File: src/rtl/txfs_pkg.sv
package txfs_pkg;

    // Complementary transmit data pair
    typedef struct packed {
        logic pos;
        logic neg;
    } tx_pair_t;

    // Line activity tracking state
    typedef enum logic [1:0] {
        LINE_IDLE = 2'd0,
        LINE_BUSY = 2'd1,
        LINE_GAP  = 2'd2
    } line_state_t;

    // The line is driven whenever either half of the pair is high
    function automatic logic pair_active(input tx_pair_t p);
        return p.pos | p.neg;
    endfunction

    // Force both halves low when blocked
    function automatic tx_pair_t pair_gate(input tx_pair_t p, input logic blk);
        tx_pair_t r;
        r.pos = p.pos & ~blk;
        r.neg = p.neg & ~blk;
        return r;
    endfunction

endpackage

File: src/rtl/txfs_gap_track.sv
module txfs_gap_track
    import txfs_pkg::*;
#(
    parameter int unsigned GAP_CYC = 36
) (
    input  logic     clk,
    input  logic     rst,
    input  tx_pair_t line,
    output logic     active,
    output logic     burst_end,
    output logic     count_en
);

    localparam int unsigned     GW      = $clog2(GAP_CYC + 2);
    localparam logic [GW-1:0]   GAP_MAX = GW'(GAP_CYC);
    localparam logic [GW-1:0]   GAP_SAT = GW'(GAP_CYC + 1);

    logic [GW-1:0] gap_q, gap_d;
    line_state_t   st_q, st_d;

    always_comb begin
        active    = pair_active(line);
        // The idle cycle after GAP_CYC idle cycles closes the transmission
        burst_end = !active && (gap_q == GAP_MAX);
        // Gap cycles inside a transmission still count toward its length
        count_en  = active || ((st_q != LINE_IDLE) && !burst_end);

        gap_d = gap_q;
        st_d  = st_q;
        if (active) begin
            gap_d = '0;
            st_d  = LINE_BUSY;
        end else begin
            if (gap_q != GAP_SAT) begin
                gap_d = gap_q + 1'b1;
            end
            if (burst_end) begin
                st_d = LINE_IDLE;
            end else if (st_q == LINE_BUSY) begin
                st_d = LINE_GAP;
            end
        end
    end

    always_ff @(posedge clk) begin
        if (rst) begin
            gap_q <= GAP_SAT;
            st_q  <= LINE_IDLE;
        end else begin
            gap_q <= gap_d;
            st_q  <= st_d;
        end
    end

endmodule

File: src/rtl/txfs_dur_count.sv
module txfs_dur_count #(
    parameter int unsigned LIMIT_CYC = 9216,
    parameter int unsigned DW        = $clog2(LIMIT_CYC + 1)
) (
    input  logic          clk,
    input  logic          rst,
    input  logic          count_en,
    input  logic          clr,
    output logic          at_limit,
    output logic [DW-1:0] dur_q
);

    localparam logic [DW-1:0] LIM = DW'(LIMIT_CYC);

    logic [DW-1:0] dur_d;

    always_comb begin
        at_limit = (dur_q == LIM);
        dur_d    = dur_q;
        if (clr) begin
            dur_d = '0;
        end else if (count_en && !at_limit) begin
            dur_d = dur_q + 1'b1;
        end
    end

    always_ff @(posedge clk) begin
        if (rst) begin
            dur_q <= '0;
        end else begin
            dur_q <= dur_d;
        end
    end

endmodule

File: src/rtl/txfs_trip_latch.sv
module txfs_trip_latch (
    input  logic clk,
    input  logic rst,
    input  logic trip_req,
    input  logic cmd_hit,
    input  logic mrst_n,
    output logic flag_q,
    output logic mrst_fall
);

    logic mrst_q;
    logic clr;
    logic flag_d;

    always_comb begin
        mrst_fall = mrst_q & ~mrst_n;
        clr       = mrst_fall | cmd_hit;
        // A clear event takes priority over a trip in the same cycle
        flag_d    = clr ? 1'b0 : (flag_q | trip_req);
    end

    always_ff @(posedge clk) begin
        if (rst) begin
            mrst_q <= 1'b1;
            flag_q <= 1'b0;
        end else begin
            mrst_q <= mrst_n;
            flag_q <= flag_d;
        end
    end

endmodule

File: src/rtl/txfs_monitor.sv
module txfs_monitor
    import txfs_pkg::*;
#(
    parameter int unsigned LIMIT_CYC = 9216,
    parameter int unsigned GAP_CYC   = 36
) (
    input  logic clk,
    input  logic rst,
    input  logic tx_pos_in,
    input  logic tx_neg_in,
    input  logic mrst_n,
    input  logic cmd_hit,
    output logic tx_pos_out,
    output logic tx_neg_out,
    output logic fail_flag,
    output logic tx_inhibit
);

    localparam int unsigned DUR_W = $clog2(LIMIT_CYC + 1);

    tx_pair_t         raw_pair;
    tx_pair_t         gated_pair;
    logic             line_active;
    logic             burst_end;
    logic             count_en;
    logic             dur_at_limit;
    logic [DUR_W-1:0] dur_cnt;
    logic             trip_req;
    logic             mrst_fall;

    assign raw_pair.pos = tx_pos_in;
    assign raw_pair.neg = tx_neg_in;

    txfs_gap_track #(
        .GAP_CYC (GAP_CYC)
    ) u_gap (
        .clk       (clk),
        .rst       (rst),
        .line      (raw_pair),
        .active    (line_active),
        .burst_end (burst_end),
        .count_en  (count_en)
    );

    txfs_dur_count #(
        .LIMIT_CYC (LIMIT_CYC),
        .DW        (DUR_W)
    ) u_dur (
        .clk      (clk),
        .rst      (rst),
        .count_en (count_en),
        .clr      (burst_end),
        .at_limit (dur_at_limit),
        .dur_q    (dur_cnt)
    );

    // Still driving after the limit is reached
    assign trip_req = line_active & dur_at_limit;

    txfs_trip_latch u_latch (
        .clk       (clk),
        .rst       (rst),
        .trip_req  (trip_req),
        .cmd_hit   (cmd_hit),
        .mrst_n    (mrst_n),
        .flag_q    (fail_flag),
        .mrst_fall (mrst_fall)
    );

    assign gated_pair = pair_gate(raw_pair, fail_flag);
    assign tx_pos_out = gated_pair.pos;
    assign tx_neg_out = gated_pair.neg;
    assign tx_inhibit = fail_flag;

endmodule

File: config.mk
export PLATFORM = sky130hd
export DESIGN_NAME = txfs_monitor
export DESIGN_NICKNAME = d
export VERILOG_FILES = /design/src/rtl/txfs_pkg.sv /design/src/rtl/txfs_gap_track.sv /design/src/rtl/txfs_dur_count.sv /design/src/rtl/txfs_trip_latch.sv /design/src/rtl/txfs_monitor.sv
export SDC_FILE = /design/constraint.sdc
export NUM_CORES = 1
export LEC_CHECK = 0
export BUFFER_PORTS_ARGS = -buffer_cell sky130_fd_sc_hd__buf_4
export CAP_MARGIN = 20
export CORE_ASPECT_RATIO = 1.1
export CORE_MARGIN = 10
export CORE_UTILIZATION = 35
export DETAILED_ROUTE_END_ITERATION = 8
export PLACE_DENSITY_LB_ADDON = 0.12
export RECOVER_POWER = 50
export SLEW_MARGIN = 25
export SYNTH_ARGS = -nofsm -noshare
export SYNTH_HDL_FRONTEND = slang
export SYNTH_SLANG_ARGS = --single-unit
File: constraint.sdc
create_clock -name clk -period 2.1 [get_ports clk]
set_input_delay 0.315 -clock clk [delete_from_list [all_inputs] [get_ports clk]]
set_output_delay 0.315 -clock clk [all_outputs]
set_load 0.05 [all_outputs]
==> results of run 1 <==
-- flip-flops by register name (all words and copies together), names as in the netlist --
signal,flops
u_gap.gap_q,6
u_gap.st_q,2
u_latch.flag_q,1
u_latch.mrst_q,1
u_dur.dur_q,14
-- stage by stage --
step / util / total power [mW] / std cells / instance area (um2)
final: 0.401 / 0.788 / 199 / 1380
after global routing: 0.401 / 0.830 / 199 / 1380
after CTS: 0.408 / 0.801 / 199 / 1400
after detailed placement: 0.401 / 0.592 / 196 / 1380
after global placement: 0.401 / 0.589 / 196 / 1380
after floorplan: - / 0.565 / 143 / 1280
-- final cells by class --
cell class	instances	area, um2	area share
timing repair buffer	12	71.3	0.0517
clock buffer	3	22.5	0.0163
sequential	24	480	0.348
multi-input combinational	105	718	0.521
tap	48	60.1	0.0436
inverter	7	26.3	0.0191
-- critical path, delay by kind of cell, from the launching register on --
family	cells	cell delay, ns
and+or+nand+nor	3	0.90
buffers and inverters	2	0.25
DFF	1	0.42
AOI/OAI and AO/OA	1	0.15
adders and majority gates	1	0.17
-- worst max-delay path by stage --
stage / startpoint / to / slack [ns] / cells past startpoint
6_report: u_dur.dur_q[1] / u_dur.dur_q[8] / 0.16 / 7
5_1_grt: u_dur.dur_q[1] / u_dur.dur_q[8] / 0.02 / 7
4_1_cts: u_gap.gap_q[0] / u_dur.dur_q[9] / 0.06 / 6
3_5_place_dp: u_gap.gap_q[0] / u_dur.dur_q[9] / 0.1 / 6
3_3_place_gp: u_gap.gap_q[0] / u_dur.dur_q[10] / 0.15 / 6
2_1_floorplan: u_gap.gap_q[0] / u_dur.dur_q[12] / 0.30 / 6
-- cell families after synthesis --
kind of cell             synth area share
flip-flops                          0.375
adder cells (fa/ha/maj)            0.0489
AO/OA/AOI/OAI                       0.214
XOR/XNOR                           0.0274
multiplexers                      0.00782
buffers and inverters              0.0587
AND/OR/NAND/NOR                     0.268
-- power by group --
part | switching, mW | leakage (nW) | internal [mW]
Clock | 0.143 | 0.0138 | 0.0671
Sequential | 0.0116 | 0.196 | 0.469
Combinational | 0.0564 | 0.274 | 0.0408
-- layer usage --
| metal | vias up | wire length, um | global-route usage |
|---|---|---|---|
| met5 | - | 0 | 0 |
| met4 | 0 | 27 | 0.0297 |
| met3 | 4 | 95 | 0.0237 |
| met2 | 16 | 1150 | 0.121 |
| met1 | 533 | 1340 | 0.109 |
| li1 | 562 | - | - |
-- synth_stat cells (3+ instances only) --
| cell type | count | area (um2) |
|---|---|---|
| a21o_1 | 3 | 22.5 |
| a21oi_1 | 16 | 80.1 |
| and3_1 | 3 | 18.8 |
| buf_4 | 4 | 30.0 |
| dfxtp_1 | 24 | 480 |
| ha_1 | 5 | 62.6 |
| inv_1 | 7 | 26.3 |
| nand2_1 | 6 | 22.5 |
| nand3_1 | 9 | 45.0 |
| nand4_1 | 3 | 18.8 |
| nor2_1 | 4 | 15.0 |
| nor2b_1 | 3 | 18.8 |
| nor4_1 | 4 | 25.0 |
| o31ai_1 | 10 | 75.1 |
| or2_2 | 3 | 18.8 |
| or4_1 | 10 | 75.1 |
| xnor2_1 | 3 | 26.3 |
-- cells in the final DEF (no fill, tap or decap) --
cell type  instances
ha_1               5
o21a_1             2
a21o_1             3
nand2_1            6
nor4_1             4
xor2_1             1
nor4bb_4           1
nor4b_1            1
and2_1             1
a21oi_1           16
nor2_1             4
or2_2              3
o31a_1             2
clkbuf_1           5
a211o_2            1
a2111oi_0          2
nor2b_1            3
or4_1             10
clkbuf_4           3
nor3_1             1
inv_1              7
o21ai_1            2
nor3b_1            2
mux2i_1            1
nand3b_1           1
and3_1             3
buf_4              7
nand4_1            3
o31ai_1           10
a31oi_1            1
dfxtp_1           24
a21o_2             1
and4_1             2
o21ai_0            1
xnor2_1            3
nand3_1            9
==> qor.txt, run 1 <==
Post-DRT Antenna Nets - 0
largest net degree at the start of global routing - 21
Worst-Margin Slew - 0.601 ns
worst-path maximum fanout - 10
Mean Syn Cell Area - 8.95 um2
vias - 1115
die extent in x - 77.7 um
clock tree buffer depth - 2
die area - 0.00648 mm2
initial antenna violation count - 0
Critical Path AT - 2.20 ns
share of cells above drive strength 1 - 0.106
worst skew pair latency - 0.32 ns
Slowest cell on crit path - or4_1
R2R cell count - 7
CP Cell Sequence - inv_1, ha_1, nor4b_1, and4_1, buf_4, or4_1, a21oi_1
Worst Hold Slack - 0.165 ns
Detailed Place HPWL - 1.95 mm
Num CTS Buffers - 3
IO Count - 10
Core Area - 0.00344 mm2
Antenna diodes - 0
Final TNS setup - 0 ns
EDFF count, synth - 0
Synthesis Warnings - 0
CP startpoint kind - flip-flop
Reg-to-Reg Start - u_dur.dur_q[1]
gr ovfl total - 0
via/cell ratio - 5.60
Root Driver - clkbuf_4
min setup slack post-route - 0.158 ns
RSZ-0062 raised after global routing - no
setup violators final - 0
max_slew headroom - 0.601
max cap viols - 0
worst slack, placed - 0.0997 ns
Setup Skew - 0.00842 ns
critical path class - reg -> reg
hold_buf cts - 0
Reg clk slew, reported paths - 0.14 ns
Area Overhead vs Synth - 7.72%
Setup Fix Bufs, Post-CTS - 0
RR Endpoint - u_dur.dur_q[8]
worst vdd ir - 0.203 mV
DRC Markers - 0
Hold Crit Class - in -> reg
H-tree depth - 1
port bufs - 9
WL/cell - 13.1 um
cell row count - 22
Pwr per Cell Area - 571 mW/mm2
Post-synth top flop - dfxtp_1
reg-to-reg setup timing slack - 0.16 ns
Post-Syn Nets - 154
1st-pass router iterations - 4
Yosys cell types - 37
Req. time, crit path - 2.36 ns
fill count - 359
synthesized cell area - 0.00128 mm2
Leakage - 0.483 nW
routability cong. - 0.715
TritonCTS Sinks - 24
first-pass GRT wire length - 4.54 mm
Crit. End Element - flip-flop
fmax - 515 MHz
fin crit period - 1.94 ns
Min-Delay Startpoint - cmd_hit
post-CTS sizing - 0
final count of pins violating max slew - 0
Yosys reg bits - 24
status - finished clean
Final Hold Viols - 0
CTS tree - yes
Starting Density - 0.372
nets - 164
Gate Count Post-Synth - 143
Die H - 83.4 um
period utilisation layout - 0.925
Hold Path Depth - 2
GRT Total Usage - 0.0821
vias in the first global route - 987
Total Wirelength - 2.61 mm
Endpoint, Worst Hold - u_latch.flag_q
sequential share of the synthesized area - 0.375
asr flop ratio synth - 0
DRT iter0 DRCs - 65
CP max stage delay - 0.47 ns
Note: power is estimated with default switching activity, not from simulation.
==> inputs of run 2 (changes only) <==
--- a/config.mk
+++ b/config.mk
@@ -7,12 +7,11 @@
 export LEC_CHECK = 0
 export BUFFER_PORTS_ARGS = -buffer_cell sky130_fd_sc_hd__buf_4
 export CAP_MARGIN = 20
-export CORE_ASPECT_RATIO = 1.1
+export CORE_ASPECT_RATIO = 0.75
 export CORE_MARGIN = 10
 export CORE_UTILIZATION = 35
 export DETAILED_ROUTE_END_ITERATION = 8
 export PLACE_DENSITY_LB_ADDON = 0.12
-export RECOVER_POWER = 50
 export SLEW_MARGIN = 25
 export SYNTH_ARGS = -nofsm -noshare
 export SYNTH_HDL_FRONTEND = slang
==> qor.txt, run 2 (same netlist as run 1, synthesis figures left out) <==
fin cells - 202
Die H - 72.4 um
Slowest cell on crit path - or4_1
post-CTS sizing - 0
setup violators final - 0
Critical Path AT - 2.17 ns
CP max stage delay - 0.49 ns
Total Wirelength - 2.77 mm
Starting Density - 0.376
crit path from - u_gap.gap_q[0]
Area Overhead vs Synth - 15.2%
Core Area - 0.00340 mm2
vias in the first global route - 1006
status - finished clean
Pwr per Cell Area - 680 mW/mm2
nets - 164
Setup Fix Bufs, Post-CTS - 0
gr ovfl total - 0
Post-DRT Antenna Nets - 0
most common cell after layout, fill and taps aside - dfxtp_1
TritonCTS Sinks - 24
Reg clk slew, reported paths - 0.09 ns
Flop pwr share - 0.477
Worst Hold Slack - 0.199 ns
worst-path maximum fanout - 6
Crit. End Element - flip-flop
crit path capture - u_dur.dur_q[12]
H-tree depth - 1
max cap viols - 0
fmax - 511 MHz
Comb pwr share - 0.112
Largest register FFs - 14
CP startpoint kind - flip-flop
WL/cell - 13.7 um
Num CTS Buffers - 3
clock tree buffer depth - 2
Antenna diodes - 0
largest net degree at the start of global routing - 21
share of cells above drive strength 1 - 0.158
DRT iter0 DRCs - 51
fin crit period - 1.96 ns
Clock power frac - 0.411
Setup Skew - 0.00506 ns
Worst-Margin Slew - 0.631 ns
RR Endpoint - u_dur.dur_q[12]
1st-pass router iterations - 4
Req. time, crit path - 2.31 ns
CTS tree - yes
cell area after layout - 0.00148 mm2
reg-to-reg setup timing slack - 0.14 ns
IO Count - 10
routability cong. - 0.773
first-pass GRT wire length - 4.73 mm
Hold Crit Class - in -> reg
P_int - 0.772 mW
R2R cell count - 6
period utilisation layout - 0.931
via/cell ratio - 5.43
placed cell area - 0.00140 mm2
cell row count - 18
DRC Markers - 0
most frequent cells in the layout - dfxtp_1 (24), a21oi_1 (16), buf_4 (11)
worst vdd ir - 0.282 mV
Final Hold Viols - 0
max_slew headroom - 0.576
vias - 1096
critical path class - reg -> reg
Reg-to-Reg Start - u_gap.gap_q[0]
worst skew pair latency - 0.27 ns
Final TNS setup - 0 ns
die extent in x - 89.8 um
final count of pins violating max slew - 0
P_sw - 0.231 mW
Root Driver - clkbuf_8
port bufs - 9
GRT Total Usage - 0.0860
Core Util, Final - 0.434
switching share of total power - 0.230
die area - 0.00650 mm2
DP Cell Count - 198
Leakage - 0.526 nW
Top Registers - u_dur.dur_q x14, u_gap.gap_q x6, u_gap.st_q x2
RSZ-0062 raised after global routing - no
Detailed Place HPWL - 2.06 mm
initial antenna violation count - 0
Largest Register - u_dur.dur_q
hold_buf cts - 0
CP Cell Sequence - inv_1, ha_1, nor3b_1, a211o_2, or4_1, a21oi_1
-- run 2: cell types whose count changed in the layout (fill, tap and decap cells not counted) --
cell       change
clkbuf_1       -5
buf_4          +4
clkbuf_4       -3
clkbuf_8       +3
a2111oi_0      -1
a2111oi_2      +1
a21o_1         -1
a21o_4         +1
buf_12         +1
bufinv_16      +1
-- run 2: through the flow --
stage          power, mW  worst slack, ns
6_report            1.00            0.145
5_1_grt             1.04          0.00426
4_1_cts             1.01           0.0517
3_5_place_dp       0.599           0.0783
3_3_place_gp       0.595            0.163
2_1_floorplan      0.565            0.304
-- run 2: power groups by stage --
stage	Clock (mW)	Sequential [mW]	Combinational, mW
after CTS	0.420	0.479	0.110
after floorplan	0	0.489	0.0752
after detailed placement	0	0.489	0.110
after global routing	0.435	0.481	0.125
final	0.412	0.479	0.112
after global placement	0	0.489	0.107
-- run 2: metal layers --
metal	vias to the layer above	GRT usage	share of wire
met3	2	0.0329	0.044
met1	515	0.124	0.57
li1	563	-	-
met4	0	0.0215	0.0069
met2	16	0.113	0.38
met5	-	0	0
-- run 2: worst min-delay path by stage --
| stage | startpoint | to | slack (ns) | depth (start not counted) |
|---|---|---|---|---|
| finish | cmd_hit | u_latch.flag_q | 0.20 | 2 |
| global route | cmd_hit | u_latch.flag_q | 0.19 | 2 |
| CTS | cmd_hit | u_latch.flag_q | 0.19 | 2 |
| detailed placement | u_latch.mrst_q | u_latch.flag_q | 0.42 | 1 |
| global placement | u_latch.mrst_q | u_latch.flag_q | 0.42 | 1 |
| floorplan | cmd_hit | u_latch.flag_q | 0.39 | 1 |
-- run 2: worst max-delay path, delay by kind of cell, from the launching register on --
family | cells | cell delay (ns)
DFF | 1 | 0.38
buffers and inverters | 1 | 0.08
AOI/OAI and AO/OA | 2 | 0.54
adders and majority gates | 1 | 0.20
and+or+nand+nor | 2 | 0.68
-- run 2: layout make-up --
class                           instances  area (um2)
Inverter                                7        26.3
Clock buffer                            3        41.3
Timing Repair Buffer                   12         103
Sequential cell                        24         480
Fill cell                             326        1930
Clock inverter                          1        30.0
Tap cell                               50        62.6
Multi-Input combinational cell        105         732
